===== config.mk =====
export PLATFORM = sky130hd
export DESIGN_NAME = gpio_busport
export DESIGN_NICKNAME = d
export VERILOG_FILES = /design/src/rtl/gpio_busport_pkg.sv /design/src/rtl/gpio_sync.sv /design/src/rtl/gpio_regs.sv /design/src/rtl/gpio_padmux.sv /design/src/rtl/gpio_busport.sv
export SDC_FILE = /design/constraint.sdc
export NUM_CORES = 1
export LEC_CHECK = 0
export BUFFER_PORTS_ARGS = -buffer_cell sky130_fd_sc_hd__buf_2
export CORE_UTILIZATION = 40
export CTS_CLUSTER_DIAMETER = 40
export DETAILED_ROUTE_END_ITERATION = 8
export PLACE_DENSITY_LB_ADDON = 0.3
export RECOVER_POWER = 50
export SLEW_MARGIN = 20
export SYNTH_ARGS = -nofsm -noshare
export SYNTH_HDL_FRONTEND = slang
export SYNTH_SLANG_ARGS = --single-unit

===== constraint.sdc =====
create_clock -name clk -period 1.1 [get_ports clk]
set_input_delay 0.165 -clock clk [delete_from_list [all_inputs] [get_ports clk]]
set_output_delay 0.165 -clock clk [all_outputs]
set_load 0.01 [all_outputs]

===== src/rtl/gpio_busport_pkg.sv =====
// Shared types for the bus-shared GPIO port.
// Assumes: read strobes are decoded into a single source select here.
package gpio_busport_pkg;
    typedef enum logic [1:0] {
        RSEL_NONE = 2'd0,
        RSEL_DIR  = 2'd1,
        RSEL_LAT  = 2'd2,
        RSEL_PIN  = 2'd3
    } rsel_e;
endpackage


===== src/rtl/gpio_sync.sv =====
// Multi-stage synchronizer for the pad inputs.
// Assumes: each pin is an independent level; stages reset to 0.
module gpio_sync #(
    parameter int W      = 8,
    parameter int STAGES = 2
) (
    input  logic         clk,
    input  logic         rst_n,
    input  logic [W-1:0] d,
    output logic [W-1:0] q
);
    logic [W-1:0] stg [STAGES];

    // first stage captures the raw pad level
    always_ff @(posedge clk) begin
        if (!rst_n) stg[0] <= '0;
        else        stg[0] <= d;
    end

    genvar i;
    generate
        for (i = 1; i < STAGES; i++) begin : g_stage
            // each further stage re-samples the previous one
            always_ff @(posedge clk) begin
                if (!rst_n) stg[i] <= '0;
                else        stg[i] <= stg[i-1];
            end
        end
    endgenerate

    assign q = stg[STAGES-1];
endmodule


===== src/rtl/gpio_regs.sv =====
// Latch, direction and bus-disable registers of the port.
// Assumes: port and latch writes in the same cycle carry the same data.
module gpio_regs #(
    parameter int W = 8
) (
    input  logic         clk,
    input  logic         rst_n,
    input  logic         wr_port,
    input  logic         wr_latch,
    input  logic         wr_dir,
    input  logic [W-1:0] wdata,
    input  logic         bus_off,
    output logic [W-1:0] lat_q,
    output logic [W-1:0] dir_q,
    output logic         mode_q
);
    // output latch: loaded by either write path
    always_ff @(posedge clk) begin
        if (!rst_n)                   lat_q <= '0;
        else if (wr_port || wr_latch) lat_q <= wdata;
    end

    // direction register: all inputs after reset
    always_ff @(posedge clk) begin
        if (!rst_n)      dir_q <= '1;
        else if (wr_dir) dir_q <= wdata;
    end

    // bus-disable bit: bus owns the pins after reset
    always_ff @(posedge clk) begin
        if (!rst_n) mode_q <= 1'b0;
        else        mode_q <= bus_off;
    end
endmodule


===== src/rtl/gpio_padmux.sv =====
// Selects pad drive between the I/O registers and the external bus.
// Assumes: bus_hi already holds address or write data for the current phase.
module gpio_padmux #(
    parameter int W = 8
) (
    input  logic         io_mode,
    input  logic [W-1:0] lat_q,
    input  logic [W-1:0] dir_q,
    input  logic         bus_muxed,
    input  logic         bus_oe,
    input  logic [W-1:0] bus_hi,
    output logic [W-1:0] pin_oe,
    output logic [W-1:0] pin_out
);
    // choose owner of the pads and their enables
    always_comb begin
        if (io_mode) begin
            pin_oe  = ~dir_q;
            pin_out = lat_q;
        end else begin
            pin_oe  = bus_muxed ? {W{bus_oe}} : {W{1'b1}};
            pin_out = bus_hi;
        end
    end
endmodule


===== src/rtl/gpio_busport.sv =====
// Top of the bus-shared 8-bit GPIO port: registers, synchronizer, pad mux
// and read-data select. Assumes a single clock domain and synchronous
// active-low reset; pin_in is asynchronous to clk.
module gpio_busport
    import gpio_busport_pkg::*;
#(
    parameter int W          = 8,
    parameter int SYNC_DEPTH = 2
) (
    input  logic         clk,
    input  logic         rst_n,
    input  logic         wr_port,
    input  logic         wr_latch,
    input  logic         wr_dir,
    input  logic         rd_port,
    input  logic         rd_latch,
    input  logic         rd_dir,
    input  logic [W-1:0] wdata,
    output logic [W-1:0] rdata,
    input  logic         bus_off,
    input  logic         bus_muxed,
    input  logic         bus_oe,
    input  logic [W-1:0] bus_hi,
    output logic [W-1:0] bus_din,
    input  logic [W-1:0] pin_in,
    output logic [W-1:0] pin_oe,
    output logic [W-1:0] pin_out
);
    logic [W-1:0] lat_q;
    logic [W-1:0] dir_q;
    logic         mode_q;
    logic [W-1:0] pin_sync;
    rsel_e        rsel;

    gpio_regs #(.W(W)) regs_i (
        .clk(clk), .rst_n(rst_n),
        .wr_port(wr_port), .wr_latch(wr_latch), .wr_dir(wr_dir),
        .wdata(wdata), .bus_off(bus_off),
        .lat_q(lat_q), .dir_q(dir_q), .mode_q(mode_q)
    );

    gpio_sync #(.W(W), .STAGES(SYNC_DEPTH)) sync_i (
        .clk(clk), .rst_n(rst_n), .d(pin_in), .q(pin_sync)
    );

    gpio_padmux #(.W(W)) mux_i (
        .io_mode(mode_q), .lat_q(lat_q), .dir_q(dir_q),
        .bus_muxed(bus_muxed), .bus_oe(bus_oe), .bus_hi(bus_hi),
        .pin_oe(pin_oe), .pin_out(pin_out)
    );

    // decode read strobes by priority: port, latch, direction
    always_comb begin
        if (rd_port)       rsel = RSEL_PIN;
        else if (rd_latch) rsel = RSEL_LAT;
        else if (rd_dir)   rsel = RSEL_DIR;
        else               rsel = RSEL_NONE;
    end

    // drive read data from the selected source
    always_comb begin
        case (rsel)
            RSEL_PIN: rdata = pin_sync;
            RSEL_LAT: rdata = lat_q;
            RSEL_DIR: rdata = dir_q;
            default:  rdata = '0;
        endcase
    end

    assign bus_din = pin_sync;
endmodule


==> impl_metrics.ini, run 1 <==
[job]
max-cap-violations = 0

[clocking]
holdBufCountCts = 0
h-tree-depth = 2
root_buffer = clkbuf_4
clk_pin_slew_ns = 0.09
cts_max_path_buffers = 2
cts_buffers = 5
clock_latency_ns = 0.32
cts_tree = built
cts.sinks = 33

[final_layout]
fillers = 313
diodes = 0
final_area_mm2 = 0.002049
multi_input_area_um2 = 765.7
layout.area.seq_um2 = 683.2
syn2layout_area_growth_pct = 44.96
layout-drive-gt1-share_pct = 53.98
nNetsFinal = 261

[power_and_ir_drop]
swShare_pct = 26.06
peakVddDrop_v = 0.0008422
pwr-share-seq_pct = 52.3
cellPowerDensity_mw_per_mm2 = 1219
p_comb_share_pct = 21.2
p_sw_mw = 0.6511
intPower_mw = 1.847
leakagePower_nw = 0.9208
clkPwrFrac_pct = 26.5
design_power_total_mw = 2.499

[min_path]
hold_path.startpoint = pin_in[4]
min_path_type = input pin to flip-flop

[setup_path]
worstSetupStartpoint = regs_i.mode_q
start_kind = flip-flop
path_max_fanout = 5
worstSetupEndpointType = primary output
crit_arrival_ns = 1.28
required_ns = 0.94
timing.rr.start = regs_i.lat_q[5]
path_class = flip-flop to primary output

[place]
placed_area_mm2 = 0.001809
portBuffers = 66
dp_slack_ns = -0.06474
hpwlAfterDp_um = 2489
gp_congestion = 0.8115

[timing]
final.period_utilization_pct = 131.0
slew_headroom_pct = 72.72
min_period_ns = 1.441
finalHoldViolations = 0
setup_viol = 24
worst_slew_pin_slew_ns = 0.4092
rsz0062_at_grt = true
skew_ns = 0.006675
setup_slack_ns = -0.3407
slew_viol_final = 0
clock.fmax_mhz = 694.1

[synth]
synth_nets = 185
ys_seq_area_share_pct = 46.73
yosysMostFrequentCell = dfxtp_1
syn_area_mm2 = 0.001414
avgSynthCellArea_um2 = 9.426
ys_warn_count = 0
synth_edf_count = 0
synth_top_flop_cell = dfxtp_1
synthCells = 150
synthArstFlopShare_pct = 0
synthTopCellsByArea = dfxtp_1 47%, a21oi_1 11%, and2_1 7.5%, mux2_2 6.4%, mux2i_1 5.7%
ys_ff_latch = 33
yosys-top-cells-count = 33 x dfxtp_1, 32 x a21oi_1, 17 x and2_1
yosysTopAreaCell = dfxtp_1
synth_top_area_share_pct = 46.73
synth_cell_types = 17

[status]
outcome = complete, but fails checks
violations = negative setup slack

[die]
die_y_um = 61.45
core_area_mm2 = 0.003363
die-area_mm2 = 0.003776
start_util_pct = 42.04
num_io_pins = 67
fp-row-count = 21
die_w_um = 61.45

[grt]
track_usage_pct = 18.96
grt_max_degree = 17
grt_remaining_overflow = 0
antenna_found_initial = 0
grt_pass1_vias = 1149
grt_pass1_wl_um = 5078

[routing]
drt_iter0_markers = 85
wirelength_um = 3595
drc_errors = 0
ant_nets = 0
drtPass1Iterations = 4
avgViaCountPerCell = 4.915
wl_per_cell_um = 13.22
vias = 1337
## state kept, by name (all words and copies together), names as in the netlist
name and flops:
sync_i.stg 16, regs_i.lat_q 8, regs_i.mode_q 1, regs_i.dir_q 8
## worst max-delay path, cell delays in order, from the launching register on
cell and delay (ns):
dfxtp_4 0.38, buf_6 0.12, mux2_2 0.34, buf_6 0.12
## metal layers
layer  global-route usage (%)  part of all wire, %
met4                    10.48                  2.1
met1                    22.21                   43
met3                    5.252                  5.3
met5                        0                    0
met2                    31.37                   50
## repair_timing
| item | in CTS | in global routing |
|---|---|---|
| setup buffers | 3 | 5 |
| pin swaps | 5 | 5 |
| setup endpoints to repair | 24 | 24 |
| resized for setup | 25 | 24 |
## cell usage in the layout (no fill, tap or decap)
cell / instances
nand3b_1: 8
and2_0: 6
nand2_1: 8
inv_1: 1
nor2b_1: 8
buf_4: 7
a21oi_1: 21
clkbuf_1: 4
a21oi_2: 11
clkbuf_4: 5
buf_6: 12
dfxtp_4: 1
dfxtp_2: 15
mux2_2: 3
dfxtp_1: 17
and2_1: 11
mux2i_1: 8
nor3b_4: 1
buf_2: 57
mux2_4: 5
clkbuf_8: 1
or3b_1: 4
o21ai_0: 8
or3b_2: 4
## kinds of logic after synthesis
group	count (synthesis)	share of synthesized area, %
buffers and inverters	11	3.804
AND/OR/NAND/NOR	50	23.27
multiplexers	16	12.04
flip-flops	33	46.73
AO/OA/AOI/OAI	40	14.16
## area by class of cell
cell class / count / area share [%]
sequential: 33 / 33.33
multi-input combinational: 106 / 37.36
inverter: 1 / 0.1831
tap: 46 / 2.808
timing repair buffer: 79 / 23.63
clock buffer: 7 / 2.686
## worst paths after layout
check | slack, ns | to | depth (start not counted)
worst min register to register | 0.44 | sync_i.stg[1][4] | 1
worst max-delay path | -0.34 | pin_out[0] | 3
worst min-delay path | 0.04 | sync_i.stg[0][4] | 2
worst max register to register | 0.08 | regs_i.lat_q[5] | 2
## metrics by stage
step | setup TNS (ns) | instances | hold WS [ns] | utilization [%]
3_5_place_dp | -0.5273 | 258 | 0.3731 | 53.79
4_1_cts | -6.455 | 267 | 0.02797 | 57.07
2_1_floorplan | 0 | 150 | 0.2867 | -
3_3_place_gp | -0.4246 | 258 | 0.3714 | 53.79
6_report | -5.887 | 272 | 0.04444 | 60.94
5_1_grt | -7.494 | 272 | 0.02535 | 60.94
## power by group through the flow
| stage | clock [mW] | sequential, mW | combinational, mW |
|---|---|---|---|
| floorplan | 0 | 1.32 | 0.252 |
| global route | 0.744 | 1.31 | 0.581 |
| global placement | 0 | 1.33 | 0.441 |
| CTS | 0.690 | 1.31 | 0.451 |
| finish | 0.663 | 1.31 | 0.529 |
| detailed placement | 0 | 1.33 | 0.444 |
Power figures use the tool's default switching activity.
==> run 2, diff against run 1 <==
CORE_ASPECT_RATIO = 0.5   (was not set)
clock period = 1.7 ns   (was 1.1 ns; I/O delays follow)
==> impl_metrics.ini, run 2 (same netlist as run 1, synthesis figures left out) <==
[status]
outcome = finished, final reports clean

[setup_path]
worstSetupEndpointType = primary output
reg2regPathDepth = 2
start_kind = flip-flop
r2r-end = regs_i.lat_q[6]
required_ns = 1.44
r2r_setup_slack_ns = 0.68
timing.rr.start = regs_i.lat_q[6]
crit_arrival_ns = 1.33
path_class = flip-flop to primary output
path_max_fanout = 10

[power_and_ir_drop]
leakagePower_nw = 0.8499
design_power_total_mw = 1.817
cellPowerDensity_mw_per_mm2 = 969.2
peakVddDrop_v = 0.0005579

[place]
placed_area_mm2 = 0.001769
portBuffers = 66
gp_congestion = 0.8099
dp.cells = 256
hpwlAfterDp_um = 2510

[die]
fp-row-count = 14
start_util_pct = 44.59
die_w_um = 86.08
core_area_mm2 = 0.003171
die_y_um = 44.04
num_io_pins = 67
die-area_mm2 = 0.003791

[timing]
rsz0062_at_grt = false
worst_slew_pin_slew_ns = 0.5679
slew_viol_final = 0
slew_headroom_pct = 62.14
skew_ns = 0.004032
clock.fmax_mhz = 629.6
finalHoldViolations = 0
final.period_utilization_pct = 93.43
min_period_ns = 1.588
timing.setup.tns_ns = 0
setup_viol = 0

[clocking]
cts_max_path_buffers = 2
clk_pin_slew_ns = 0.07
cts.sinks = 33
cts_tree = built
post_cts_buffers = 0
h-tree-depth = 2
clock_latency_ns = 0.28
root_buffer = clkbuf_8
cts_buffers = 5

[routing]
drc_errors = 0
wl_per_cell_um = 13.14
wirelength_um = 3456
ant_nets = 0
drtPass1Iterations = 4
drt_iter0_markers = 81
vias = 1287
avgViaCountPerCell = 4.894

[min_path]
hold_path.startpoint = pin_in[2]
min_to = sync_i.stg[0][2]
whs_path_depth = 2
min_path_type = input pin to flip-flop

[final_layout]
diodes = 0
fin_cells = 263
mostFrequentLayoutCell = buf_2
top_regs = sync_i.stg x16, regs_i.dir_q x8, regs_i.lat_q x8
syn2layout_area_growth_pct = 32.57
regMostFlops = sync_i.stg
largest_reg_flops = 16
final_cell_mix = 64 x buf_2, 32 x a21oi_1, 32 x dfxtp_1, 11 x and2_1
layout-drive-gt1-share_pct = 40.00
final_area_mm2 = 0.001874
nNetsFinal = 250
post-route-util_pct = 59.12

[grt]
grt_remaining_overflow = 0
antenna_found_initial = 0
grt_max_degree = 17
track_usage_pct = 19.04
grt_pass1_vias = 1148
grt_pass1_wl_um = 5264

[job]
max-cap-violations = 0
run 2: cell types whose count changed in the layout (fill, tap and decap cells not counted), sizes merged:
| cell | delta |
|---|---|
| buf | -11 |
| clkbuf | -2 |
| bufinv | +1 |
| clkinv | +1 |
run 2: worst max-delay path: stages, from the launching register on:
cell and delay [ns]:
dfxtp_2 0.41, nor3b_4 0.39, a21oi_1 0.09, buf_2 0.16
run 2: layout make-up:
class | instances | area (µm²)
Clock buffer | 5 | 68.82
Sequential cell | 33 | 661.9
Fill cell | 301 | 1296
Tap cell | 48 | 60.06
Timing Repair Buffer | 68 | 339.1
Inverter | 1 | 3.754
Multi-Input combinational cell | 106 | 705.7
Clock inverter | 2 | 35.03
run 2: how the worst max path moves through the flow:
stage,start,endpoint,slack (ns),cells past startpoint
after floorplan,regs_i.mode_q,pin_out[5],0.42,3
after global placement,regs_i.mode_q,pin_oe[3],0.30,3
after detailed placement,regs_i.mode_q,pin_oe[7],0.27,3
after CTS,regs_i.mode_q,pin_oe[3],0.12,3
after global routing,regs_i.mode_q,pin_oe[7],0.05,3
final,regs_i.mode_q,pin_oe[3],0.11,3
run 2: timing repair:
action	4_1_cts	5_1_grt
endpoints found under the setup margin	15	0
hold buffers	0	0
endpoints found under the hold margin	0	0
gates resized for setup	2	0
run 2: where the power goes:
group	leakage, nW	internal (mW)	switching (mW)
clock network	0.0540	0.426	0.271
registers	0.274	0.816	0.0283
logic	0.522	0.135	0.141
total	0.850	1.38	0.440
run 2: layer usage:
layer / share of wire, % / vias up / GRT usage [%]
met1: 46 / 601 / 23.34
li1: - / 646 / -
met3: 5.5 / 4 / 6.343
met4: 0.95 / 0 / 9.000
met5: 0 / - / 0
met2: 48 / 36 / 31.11
run 2: per-stage QoR:
step	worst slack, ns	hold WS [ns]
after detailed placement	0.2684	0.4169
after global routing	0.04540	0.1724
after floorplan	0.4197	0.3767
final	0.1117	0.1771
after CTS	0.1176	0.1697
after global placement	0.3040	0.4141
